[src/rtl/capfetch_pkg.sv]
package capfetch_pkg;

    typedef enum logic [1:0] {
        ARB_IDLE    = 2'd0,
        ARB_CAPTURE = 2'd1,
        ARB_FETCH   = 2'd2
    } arb_state_t;

endpackage

[src/rtl/capfetch_fsm.sv]
module capfetch_fsm
    import capfetch_pkg::*;
#(
    parameter int BLOCK_WORDS = 8
) (
    input  logic       clk,
    input  logic       rst_n,
    input  logic       cap_req,
    input  logic       fet_req,
    input  logic       fet_permit,
    input  logic       mem_ack,
    output arb_state_t state,
    output logic       burst_end,
    output logic       cap_blk_done,
    output logic       fet_blk_done
);

    localparam int BEAT_W = $clog2(BLOCK_WORDS);
    localparam logic [BEAT_W-1:0] LAST_BEAT = BEAT_W'(BLOCK_WORDS - 1);

    arb_state_t        state_nxt;
    logic [BEAT_W-1:0] beat;

    // burst ends on the acknowledged beat carrying the last word of the block
    assign burst_end = (state != ARB_IDLE) && mem_ack && (beat == LAST_BEAT);

    always_ff @(posedge clk) begin
        if (!rst_n) begin
            state <= ARB_IDLE;
        end else begin
            state <= state_nxt;
        end
    end

    always_ff @(posedge clk) begin
        if (!rst_n || state == ARB_IDLE) begin
            beat <= '0;
        end else if (mem_ack) begin
            beat <= (beat == LAST_BEAT) ? '0 : beat + 1'b1;
        end
    end

    always_comb begin
        state_nxt = state;
        unique case (state)
            ARB_IDLE: begin
                if (cap_req) begin
                    state_nxt = ARB_CAPTURE;
                end else if (fet_req && fet_permit) begin
                    state_nxt = ARB_FETCH;
                end
            end
            ARB_CAPTURE: begin
                if (burst_end) state_nxt = ARB_IDLE;
            end
            ARB_FETCH: begin
                if (burst_end) state_nxt = ARB_IDLE;
            end
            default: state_nxt = ARB_IDLE;
        endcase
    end

    always_comb begin
        cap_blk_done = 1'b0;
        fet_blk_done = 1'b0;
        unique case (state)
            ARB_IDLE:    ;
            ARB_CAPTURE: cap_blk_done = burst_end;
            ARB_FETCH:   fet_blk_done = burst_end;
            default:     ;
        endcase
    end

endmodule

[src/rtl/capfetch_blkcnt.sv]
module capfetch_blkcnt #(
    parameter int PEND_W = 16
) (
    input  logic              clk,
    input  logic              rst_n,
    input  logic              inc,
    input  logic              dec,
    output logic [PEND_W-1:0] count
);

    always_ff @(posedge clk) begin
        if (!rst_n) begin
            count <= '0;
        end else begin
            unique case ({inc, dec})
                2'b10: if (!(&count)) count <= count + 1'b1;
                2'b01: if (count != '0) count <= count - 1'b1;
                default: ;   // idle, or store and fetch ending together
            endcase
        end
    end

endmodule

[src/rtl/capfetch_xfer.sv]
module capfetch_xfer #(
    parameter int XFER_W = 32
) (
    input  logic              clk,
    input  logic              rst_n,
    input  logic              load,
    input  logic [XFER_W-1:0] load_val,
    input  logic              dec,
    output logic              done
);

    logic [XFER_W-1:0] remaining;

    always_ff @(posedge clk) begin
        if (!rst_n) begin
            remaining <= '0;
        end else if (load) begin
            remaining <= load_val;
        end else if (dec && remaining != '0) begin
            remaining <= remaining - 1'b1;
        end
    end

    assign done = (remaining == '0);

endmodule

[src/rtl/capfetch_arbiter.sv]
module capfetch_arbiter
    import capfetch_pkg::*;
#(
    parameter int BLOCK_WORDS = 8,
    parameter int ADDR_W      = 16,
    parameter int DATA_W      = 32,
    parameter int PEND_W      = 16,
    parameter int XFER_W      = 32,
    parameter int FREE_W      = 12
) (
    input  logic              clk,
    input  logic              rst_n,
    input  logic              start,
    input  logic [XFER_W-1:0] total_blocks,
    input  logic [FREE_W-1:0] fifo_free,
    input  logic              cap_cyc,
    input  logic              cap_stb,
    input  logic [ADDR_W-1:0] cap_adr,
    input  logic [DATA_W-1:0] cap_dat,
    output logic              cap_ack,
    input  logic              fet_cyc,
    input  logic              fet_stb,
    input  logic [ADDR_W-1:0] fet_adr,
    output logic [DATA_W-1:0] fet_dat,
    output logic              fet_ack,
    output logic              fet_permit,
    output logic              mem_cyc,
    output logic              mem_stb,
    output logic              mem_we,
    output logic [ADDR_W-1:0] mem_adr,
    output logic [DATA_W-1:0] mem_wdat,
    input  logic [DATA_W-1:0] mem_rdat,
    input  logic              mem_ack,
    output logic [PEND_W-1:0] pend_count,
    output logic              xfer_done
);

    localparam logic [FREE_W-1:0] ROOM_NEEDED = FREE_W'(BLOCK_WORDS);

    logic       cap_req;
    logic       fet_req;
    arb_state_t state;
    logic       burst_end;
    logic       cap_blk_done;
    logic       fet_blk_done;

    assign cap_req = cap_cyc && cap_stb;
    assign fet_req = fet_cyc && fet_stb;

    assign fet_permit = (pend_count != '0) && !xfer_done && (fifo_free >= ROOM_NEEDED);

    capfetch_fsm #(
        .BLOCK_WORDS(BLOCK_WORDS)
    ) u_fsm (
        .clk          (clk),
        .rst_n        (rst_n),
        .cap_req      (cap_req),
        .fet_req      (fet_req),
        .fet_permit   (fet_permit),
        .mem_ack      (mem_ack),
        .state        (state),
        .burst_end    (burst_end),
        .cap_blk_done (cap_blk_done),
        .fet_blk_done (fet_blk_done)
    );

    capfetch_blkcnt #(
        .PEND_W(PEND_W)
    ) u_pend (
        .clk   (clk),
        .rst_n (rst_n),
        .inc   (cap_blk_done),
        .dec   (fet_blk_done),
        .count (pend_count)
    );

    capfetch_xfer #(
        .XFER_W(XFER_W)
    ) u_xfer (
        .clk      (clk),
        .rst_n    (rst_n),
        .load     (start),
        .load_val (total_blocks),
        .dec      (fet_blk_done),
        .done     (xfer_done)
    );

    // port steering follows the grant state
    always_comb begin
        mem_cyc  = 1'b0;
        mem_stb  = 1'b0;
        mem_we   = 1'b0;
        mem_adr  = '0;
        cap_ack  = 1'b0;
        fet_ack  = 1'b0;
        unique case (state)
            ARB_IDLE: ;
            ARB_CAPTURE: begin
                mem_cyc = cap_cyc;
                mem_stb = cap_stb;
                mem_we  = 1'b1;
                mem_adr = cap_adr;
                cap_ack = mem_ack;
            end
            ARB_FETCH: begin
                mem_cyc = fet_cyc;
                mem_stb = fet_stb;
                mem_adr = fet_adr;
                fet_ack = mem_ack;
            end
            default: ;
        endcase
    end

    assign mem_wdat = cap_dat;
    assign fet_dat  = mem_rdat;

endmodule

[config.mk]
export PLATFORM = sky130hd
export DESIGN_NAME = capfetch_arbiter
export DESIGN_NICKNAME = d
export VERILOG_FILES = /design/src/rtl/capfetch_pkg.sv /design/src/rtl/capfetch_fsm.sv /design/src/rtl/capfetch_blkcnt.sv /design/src/rtl/capfetch_xfer.sv /design/src/rtl/capfetch_arbiter.sv
export SDC_FILE = /design/constraint.sdc
export NUM_CORES = 1
export LEC_CHECK = 0
export BUFFER_PORTS_ARGS = -buffer_cell sky130_fd_sc_hd__clkbuf_2
export CORE_MARGIN = 1.5
export CORE_UTILIZATION = 30
export CTS_BUF_LIST = sky130_fd_sc_hd__clkbuf_16
export DETAILED_ROUTE_END_ITERATION = 8
export GPL_TIMING_DRIVEN = 0
export MAX_ROUTING_LAYER = met4
export RECOVER_POWER = 50
export SYNTH_ARGS = -nofsm -noshare
export SYNTH_HDL_FRONTEND = slang
export SYNTH_SLANG_ARGS = --single-unit
[constraint.sdc]
create_clock -name clk -period 4.25 [get_ports clk]
set_input_delay 0.85 -clock clk [delete_from_list [all_inputs] [get_ports clk]]
set_output_delay 0.85 -clock clk [all_outputs]
set_load 0.02 [all_outputs]
==> results.md, run 1 <==
- The reported net switching power is 373 uW.
- The fill cell total of the finished layout is 1457.
- The later pin in the worst-skew pair is clocked with a latency of 0.29 ns.
- The most used flip-flop cell after synthesis is dfxtp_1.
- The initial utilization of the core area, before any placement, comes to 0.311.
- Traced cell by cell, the critical path runs through nor4_1 > nand4_1 > nor4b_4 > buf_4 > clkbuf_2.
- The async set-or-reset flop fraction in the synthesized netlist is 0.
- The die outline area is 14600 um^2.
- The leakage power is 2.12 nW.
- The CTS clock-pin slew for the worst setup and hold paths is 0.07 ns.
- The sequential share of power is 0.413.
- During synthesis, Yosys emitted a total of 0 warnings.
- The total design power is 1.30 mW.
- The family with the most delay on the worst path is simple AND/OR/NAND/NOR gates.
- Yosys mapped the design onto 59 distinct sky130hd cell types.
- The net count of the finished layout is 882.
- The total number of vias is 4386.
- For this run, the register share of the synthesized area comes to 0.255.
- The post-detailed-routing wire length is 12400 um.
- The class of the tightest hold or removal check is reg2reg.
- The total overflow reported by the global router is 0.
- The cell with the largest stage delay on the worst path is nor4b_4.
- In this run the worst path has a maximum fanout of 10.
- After clock tree synthesis, the flow added hold-fix buffers numbering 0.
- The count of standard-cell rows is 42.
- The die is 121 um tall.
- Internal power comes to 931 uW.
- Buffers added to address setup during post-CTS repair amount to 0.
- From synthesis to final layout, the design area changed by 28.8%.
- The final hold violation count is 0.
- On the final layout, the worst clock skew is 0.00836 ns.
- The count of TritonRoute iterations in the first routing pass is 5.
- The initial antenna violation count is 0.
- At the pin with the least slew margin, the transition time is 0.830 ns.
- The tree is rooted in a clkbuf_16.
- For this run, design rule violations remaining after detail routing come to 0.
- The HPWL after detailed placement is 9760 um.
- The sum of negative setup slack is 0 ns.
- Input and output buffers added on the ports amount to 180.
- Setup violations remaining at the end of the flow were counted as 0.
- The fmax is 278 MHz.
- The number of flip-flops and latches in the synthesized netlist is 53.
- Summing all flip-flop and latch instances after layout gives 1060 um^2.
- The number of instances in the synthesized netlist is 539.
- The proportion of power drawn by combinational gates is 0.224.
- The switching portion of total power is 0.286.
- The routed via count divided by cell count is 4.86.
- The core region is 13400 um^2.
- In the synthesized netlist, the cells that appear most often are 66 x buf_4, 53 x dfxtp_1, 39 x nand2_1.
- The worst pin sits at a relative slew slack of 0.445.
- The post-cts resize count is 0.
- The placer's final routability congestion estimate is 0.867.
- The via count of the first global-routing pass is 3793.
- Dividing total power by cell area gives a power density of 243 nW/um^2.
- The endpoint class of the critical path is an output pin.
- The proportion of power drawn by the clock network is 0.363.
- The number of nets produced by synthesis is 695.
- The max-capacitance violation count is 0.
- The iteration-0 DRC count of the detailed router is 226.
- The first global-routing pass estimated 19000 um of wire.
- The per-cell routed wire length is 13.7 um.
- The critical path class is reg2out.
- The average size of a mapped cell is 7.73 um^2.
- Setup slack closes at 0.659 ns.
- The TritonCTS clock tree is yes.
- The number of pins exceeding their max-slew limit in the final report came to 0.
- The sum of buffers and inverters on the critical path is 2.
- The library cell occupying the most area in the post-synthesis netlist is dfxtp_1.
- The count of nets left with antenna violations once routing finished came out at 0.
- The critical path launch point type is a flop.
- Setup repair after global routing left no endpoint under its margin.
- The share of synthesized area in the top cell type comes to 0.255.
- The worst-case IR drop observed on VDD is 0.000159 V.
- The number of buffers created by CTS is 5.
- The clock passes through at most 2 buffers.
- Sorting the synthesized cells by area gives the leading types as dfxtp_1 25%, buf_4 12%, xnor2_1 5.3%.
- The flow ran to the end, and the final reports show no timing, DRC or antenna violations.
- The number of levels in the clock H-tree is 2.
- The proportion of layout cells with a drive suffix above 1 is 0.275.
- The combined global-route utilization of all metal layers is 0.163.
- The area used by multi-input combinational logic is 2420 um^2.
- Summing every instance area after synthesis gives 4170 um^2.
- The repair_antennas step left the layout with diodes totalling 0.
- Data on the critical path is required at its endpoint by 3.40 ns.
- The most frequent cell after synthesis is buf_4.
- The endpoint arrival time on the critical path is 2.74 ns.
- The number of sinks driven by the clock tree is 53.
- Of the available clock period, the critical path in the final layout requires 0.845.
- Yosys mapped a number of flops with a built-in enable equal to 0.
- The die is 121 um wide.
- The delay contributed by the slowest stage of the critical path is 0.68 ns.
- Entering global routing, the biggest net connects 18 pins.
- 251 I/O pins were placed.
- The pre-CTS setup slack is 0.588 ns.
- The final critical path time including I/O delays and setup is 3.59 ns.
-- sequential cells by signal, summed over array words and instances (netlist names) --
name / flops
u_pend.count: 16
u_fsm.beat: 3
u_fsm.state: 2
u_xfer.remaining: 32
-- area by class of cell --
type / count / area share
Clock buffer: 5 / 0.0233
Inverter: 12 / 0.00839
Buffer: 98 / 0.119
Clock inverter: 3 / 0.00863
Multi-Input combinational cell: 376 / 0.451
Tap cell: 176 / 0.0410
Sequential cell: 53 / 0.198
Timing Repair Buffer: 180 / 0.150
-- cells in the final DEF (no fill, tap or decap), types with 12 or more instances in the layout --
cell type / netlist / layout
nand2_1: 39 / 39
nand2b_1: 12 / 12
a21oi_1: 34 / 34
a22oi_1: 19 / 19
mux2i_1: 13 / 13
buf_4: 66 / 66
o21ai_0: 32 / 32
xnor2_1: 25 / 25
nor2_1: 22 / 22
dfxtp_1: 53 / 53
inv_1: 12 / 12
nor2b_1: 18 / 18
clkbuf_1: 26 / 101
nor3_1: 28 / 28
clkbuf_2: 0 / 105
-- metal layers --
layer,part of all wire,vias to the layer above,global-route usage
li1,-,2239,-
met1,0.46,1970,0.213
met2,0.48,170,0.269
met3,0.058,7,0.0235
met4,0.0082,0,0.0368
met5,0,-,-
-- power by group through the flow --
stage / clock network [mW] / logic (mW) / registers (mW)
2_1_floorplan: 0 / 0.204 / 0.545
3_3_place_gp: 0 / 0.298 / 0.550
3_5_place_dp: 0 / 0.300 / 0.549
4_1_cts: 0.487 / 0.301 / 0.538
5_1_grt: 0.502 / 0.321 / 0.541
6_report: 0.474 / 0.292 / 0.538
-- worst paths after layout --
kind | start | to | slack, ns | depth (start not counted)
max | u_xfer.remaining[17] | xfer_done | 0.66 | 5
max reg2reg | u_fsm.state[0] | u_pend.count[14] | 1.00 | 13
min reg2reg | u_fsm.state[0] | u_fsm.state[0] | 0.50 | 2
min | u_fsm.state[0] | u_fsm.state[0] | 0.50 | 2
-- worst reg2reg max path, cell delays in order (launching register included) --
cell      delay (ns)
dfxtp_1         0.37
inv_1           0.08
ha_1            0.25
and4b_1         0.25
buf_2           0.23
nand2_1         0.27
xnor2_1         0.22
ha_1            0.28
inv_1           0.06
a211o_1         0.27
o21a_1          0.15
a2111o_1        0.40
a21oi_1         0.16
mux2i_1         0.20
-- stage by stage --
step           hold slack, ns  std cells  utilization  instance area, um^2
3_3_place_gp            0.481        895        0.395                 5290
6_report                0.496        903        0.400                 5370
3_5_place_dp            0.485        895        0.395                 5290
4_1_cts                 0.496        903        0.407                 5460
5_1_grt                 0.515        903        0.400                 5370
2_1_floorplan           0.453        539            -                 4170
-- kinds of logic (layout without fill, tap and decap cells) --
family / Yosys count / count (layout) / share of synthesized area
AO/OA/AOI/OAI: 122 / 122 / 0.187
adder cells (fa/ha/maj): 8 / 8 / 0.0240
AND/OR/NAND/NOR: 203 / 203 / 0.275
buffers and inverters: 110 / 298 / 0.165
flip-flops: 53 / 53 / 0.255
XOR/XNOR: 29 / 29 / 0.0609
multiplexers: 14 / 14 / 0.0339
No activity file was read; power rests on OpenSTA's default activity.
==> run 2: changes to the inputs <==
--- a/config.mk
+++ b/config.mk
@@ -5,6 +5,7 @@
 export SDC_FILE = /design/constraint.sdc
 export NUM_CORES = 1
 export LEC_CHECK = 0
+export ABC_AREA = 1
 export BUFFER_PORTS_ARGS = -buffer_cell sky130_fd_sc_hd__clkbuf_2
 export CORE_MARGIN = 1.5
 export CORE_UTILIZATION = 30
==> constraint.sdc (replaced) <==
create_clock -name clk -period 3.6 [get_ports clk]
set_input_delay 0.72 -clock clk [delete_from_list [all_inputs] [get_ports clk]]
set_output_delay 0.72 -clock clk [all_outputs]
set_load 0.02 [all_outputs]
==> run 2 against run 1 <==
Compared with the run above:
- utilization shrank 1.5 points
- total power up 28%
- sequential cell count did not move
- sequential share of layout area is 2.3 points lower
- clock-buffer cell count stayed put
- clock skew increased by 0.00070 ns
- largest power group unchanged
==> results.md, run 2 <==
- The die covers 16800 um^2.
- The die boundary width is 130 um.
- The terminating pin of the worst hold path is u_fsm.beat[1].
- The distinct cell type count after synthesis is 39.
- Of all flip-flops after synthesis, the portion carrying an async set or reset was 0.
- After synthesis the cells add up to 4820 um^2.
- Once detail routing completed, the nets flagged for antenna violations numbered 0.
- The combined global-route utilization of all metal layers is 0.191.
- The critical path in this run is classified as reg2out.
- By instance count, the leading cell after synthesis is nand2_1.
- The most frequent standard cell in the layout excluding fill and tap cells is nand2_1.
- The class of the tightest hold or removal check is reg2reg.
- The relative slew slack is 0.536.
- The worst reg-to-reg setup slack is 0.91 ns.
- The clock reaches the later pin of the worst-skew pair after 0.31 ns.
- The maximum number of pins on one net before global-route repair is 19.
- The capture instance of the worst register-to-register path is u_pend.count[14].
- The via count of the first global-routing pass is 5088.
- Leaving out fill and tap cells, the most frequent cells in the layout are 228 x nand2_1, 104 x clkbuf_2, 96 x clkbuf_1.
- The share of synthesized area occupied by flip-flops and latches is 0.220.
- The share of synthesized area in the top cell type comes to 0.220.
- For this run, the detailed router's first-pass iteration total came to 6.
- Setup repair after global routing left no endpoint under its margin.
- Wires add up to 15800 um.
- In the final timing run, aggregate negative setup slack is 0 ns.
- Dividing total power by cell area gives a power density of 274 nW/um^2.
- The number of flops mapped to enable cells by yosys is 0.
- The average size of a mapped cell is 5.98 um^2.
- The count of standard-cell rows is 46.
- The critical path launch point type is a flop.
- The cell count of the worst hold path is 2.
- The detailed router finished its first iteration with 247 violations.
- Along the worst path, the maximum fanout reaches 10.
- The first global-routing pass estimated 24600 um of wire.
- Summed over all layers, the global routing overflow is 0.
- The per-cell routed wire length is 13.1 um.
- The max-capacitance violation count is 0.
- After synthesis the netlist holds a flip-flop and latch count of 53.
- In this run the critical register-to-register path is launched from u_fsm.beat[0].
- The library cell occupying the most area in the post-synthesis netlist is dfxtp_1.
- The final layout net count is 1151.
- On the final layout, the worst clock skew is 0.00906 ns.
- The number of pins exceeding their max-slew limit in the final report was 0.
- IR analysis of the VDD net gives a maximum drop of 0.000195 V.
- The final critical path time including I/O delays and setup is 3.07 ns.
- In this run the post-CTS setup repair buffer count came out at 0.
- The register with the most flip-flops is u_xfer.remaining.
- The Yosys step of the flow raised 0 warnings.
- The register with the most flip-flops in the layout has 32 of them.
- By area the synthesized netlist is led by dfxtp_1 22%, nand2_1 18%, buf_4 10%.
- Counting cells, the worst reg-to-reg path comes to 18.
- The number of hold-repair buffers added at the cts stage is 0.
- Routability-driven placement finished with a final weighted congestion of 0.927.
- The initial cell density of the core is 0.306.
- The number of nets produced by synthesis is 962.
- The run finished with clean final reports.
- TritonCTS built the clock tree.
- Dividing the final minimum period by the clock period gives 0.852.
- The dominant synthesized flop cell is dfxtp_1.
- The die outline height is 130 um.
- Port buffering added 182 buffers.
- The number of buffers created by CTS is 5.
- The core region is 15800 um^2.
- The post-route DRC violation count is 0.
- Setup violations remaining at the end of the flow were counted as 0.
- The tree is rooted in a clkbuf_16.
- Of the cells placed in the final design, the portion with a size suffix greater than 1 is 0.205.
- At the worst endpoint, the required time is 2.88 ns.
- Ranked by instance count, the synthesized netlist is headed by 228 x nand2_1, 92 x inv_1, 85 x nor2_1.
- Data arrives at the worst endpoint at 2.35 ns.
- The detailed router placed 5684 vias in this run.
- After clock tree synthesis, the repair step resized 0 gates.
- The endpoint class of the critical path is an output pin.
- The number of placed I/O pins is 251.
- The number of antenna diodes in the final layout is 0.
- The routed via count divided by cell count is 4.69.
- Relative to the synthesized area, the layout overhead comes to 26.1%.
- After clock tree synthesis, the clock-pin slew on the worst setup and hold paths is 0.08 ns.
- The number of sinks driven by the clock tree is 53.
- The worst min-delay path startpoint is u_fsm.beat[1].
- The final hold violation count is 0.
- At the placement stage, the worst setup path has a slack of 0.771 ns.
- Counting every instance in the synthesized netlist gives 806.
- In this run the static leakage power is 2.99 nW.
- The fmax is 326 MHz.
- The detailed placer's ending HPWL is 12600 um.
- The total design power is 1.67 mW.
- The initial antenna violation count was 0.
- CTS built an H-tree with a depth of 2.
- The largest registers in the layout are u_xfer.remaining: 32 flops, u_pend.count: 16 flops, u_fsm.beat: 3 flops.
- For the pin with the worst max-slew slack, the measured transition is 0.691 ns.
- Counting along the longest clock path gives a buffer depth of 2.
- At the end of the flow the core is filled with cells to 0.385.
- The final worst setup slack is 0.533 ns.
==> run 2: final cells by class <==
class                           instances  area [um^2]
Fill cell                            1831         9690
Multi-Input combinational cell        567         2790
Sequential cell                        53         1060
Timing Repair Buffer                  182          813
Buffer                                 90          606
Inverter                               96          360
Tap cell                              216          270
Clock buffer                            5          125
Clock inverter                          3         48.8
==> run 2: report_power, final <==
part	internal [mW]	switching (mW)	total [mW]
Clock	0.334	0.264	0.599
Sequential	0.610	0.0258	0.636
Combinational	0.172	0.260	0.432
==> run 2: cell families (layout without fill, tap and decap cells) <==
logic type / after synthesis / in the layout / share of synthesized area
fa+ha+maj: 8 / 8 / 0.0208
compound gates: 124 / 124 / 0.145
buf+inv: 186 / 376 / 0.200
flops: 53 / 53 / 0.220
simple gates: 404 / 404 / 0.353
xor+xnor: 31 / 31 / 0.0602
==> run 2: worst max path at each step <==
stage,start,end,slack [ns],cells after the start
floorplan,u_fsm.state[1],mem_adr[10],1.15,6
global placement,mem_ack,u_pend.count[14],0.77,17
detailed placement,mem_ack,u_pend.count[14],0.77,17
CTS,u_fsm.state[0],mem_adr[15],0.48,7
global route,u_fsm.state[0],mem_adr[15],0.29,7
finish,u_fsm.state[0],mem_adr[15],0.53,7
==> run 2: worst max-delay path, stage by stage, from the launching register on <==
cell      delay [ns]
dfxtp_1         0.32
inv_1           0.10
ha_1            0.31
clkbuf_1        0.36
clkbuf_1        0.40
nand2_1         0.09
a21oi_1         0.23
clkbuf_2        0.22
==> run 2: through the flow <==
stage | instance area, um^2 | hold slack [ns] | std cells
4_1_cts | 6180 | 0.478 | 1212
3_3_place_gp | 6000 | 0.457 | 1204
6_report | 6080 | 0.471 | 1212
3_5_place_dp | 6000 | 0.466 | 1204
5_1_grt | 6080 | 0.508 | 1212
2_1_floorplan | 4820 | 0.442 | 806
==> run 2: per-layer routing <==
layer	routed length, um	track usage	up-vias
met4	278	0.0529	0
met3	927	0.0217	20
met2	7720	0.337	233
met5	0	-	-
met1	6900	0.229	2529
li1	-	-	2902
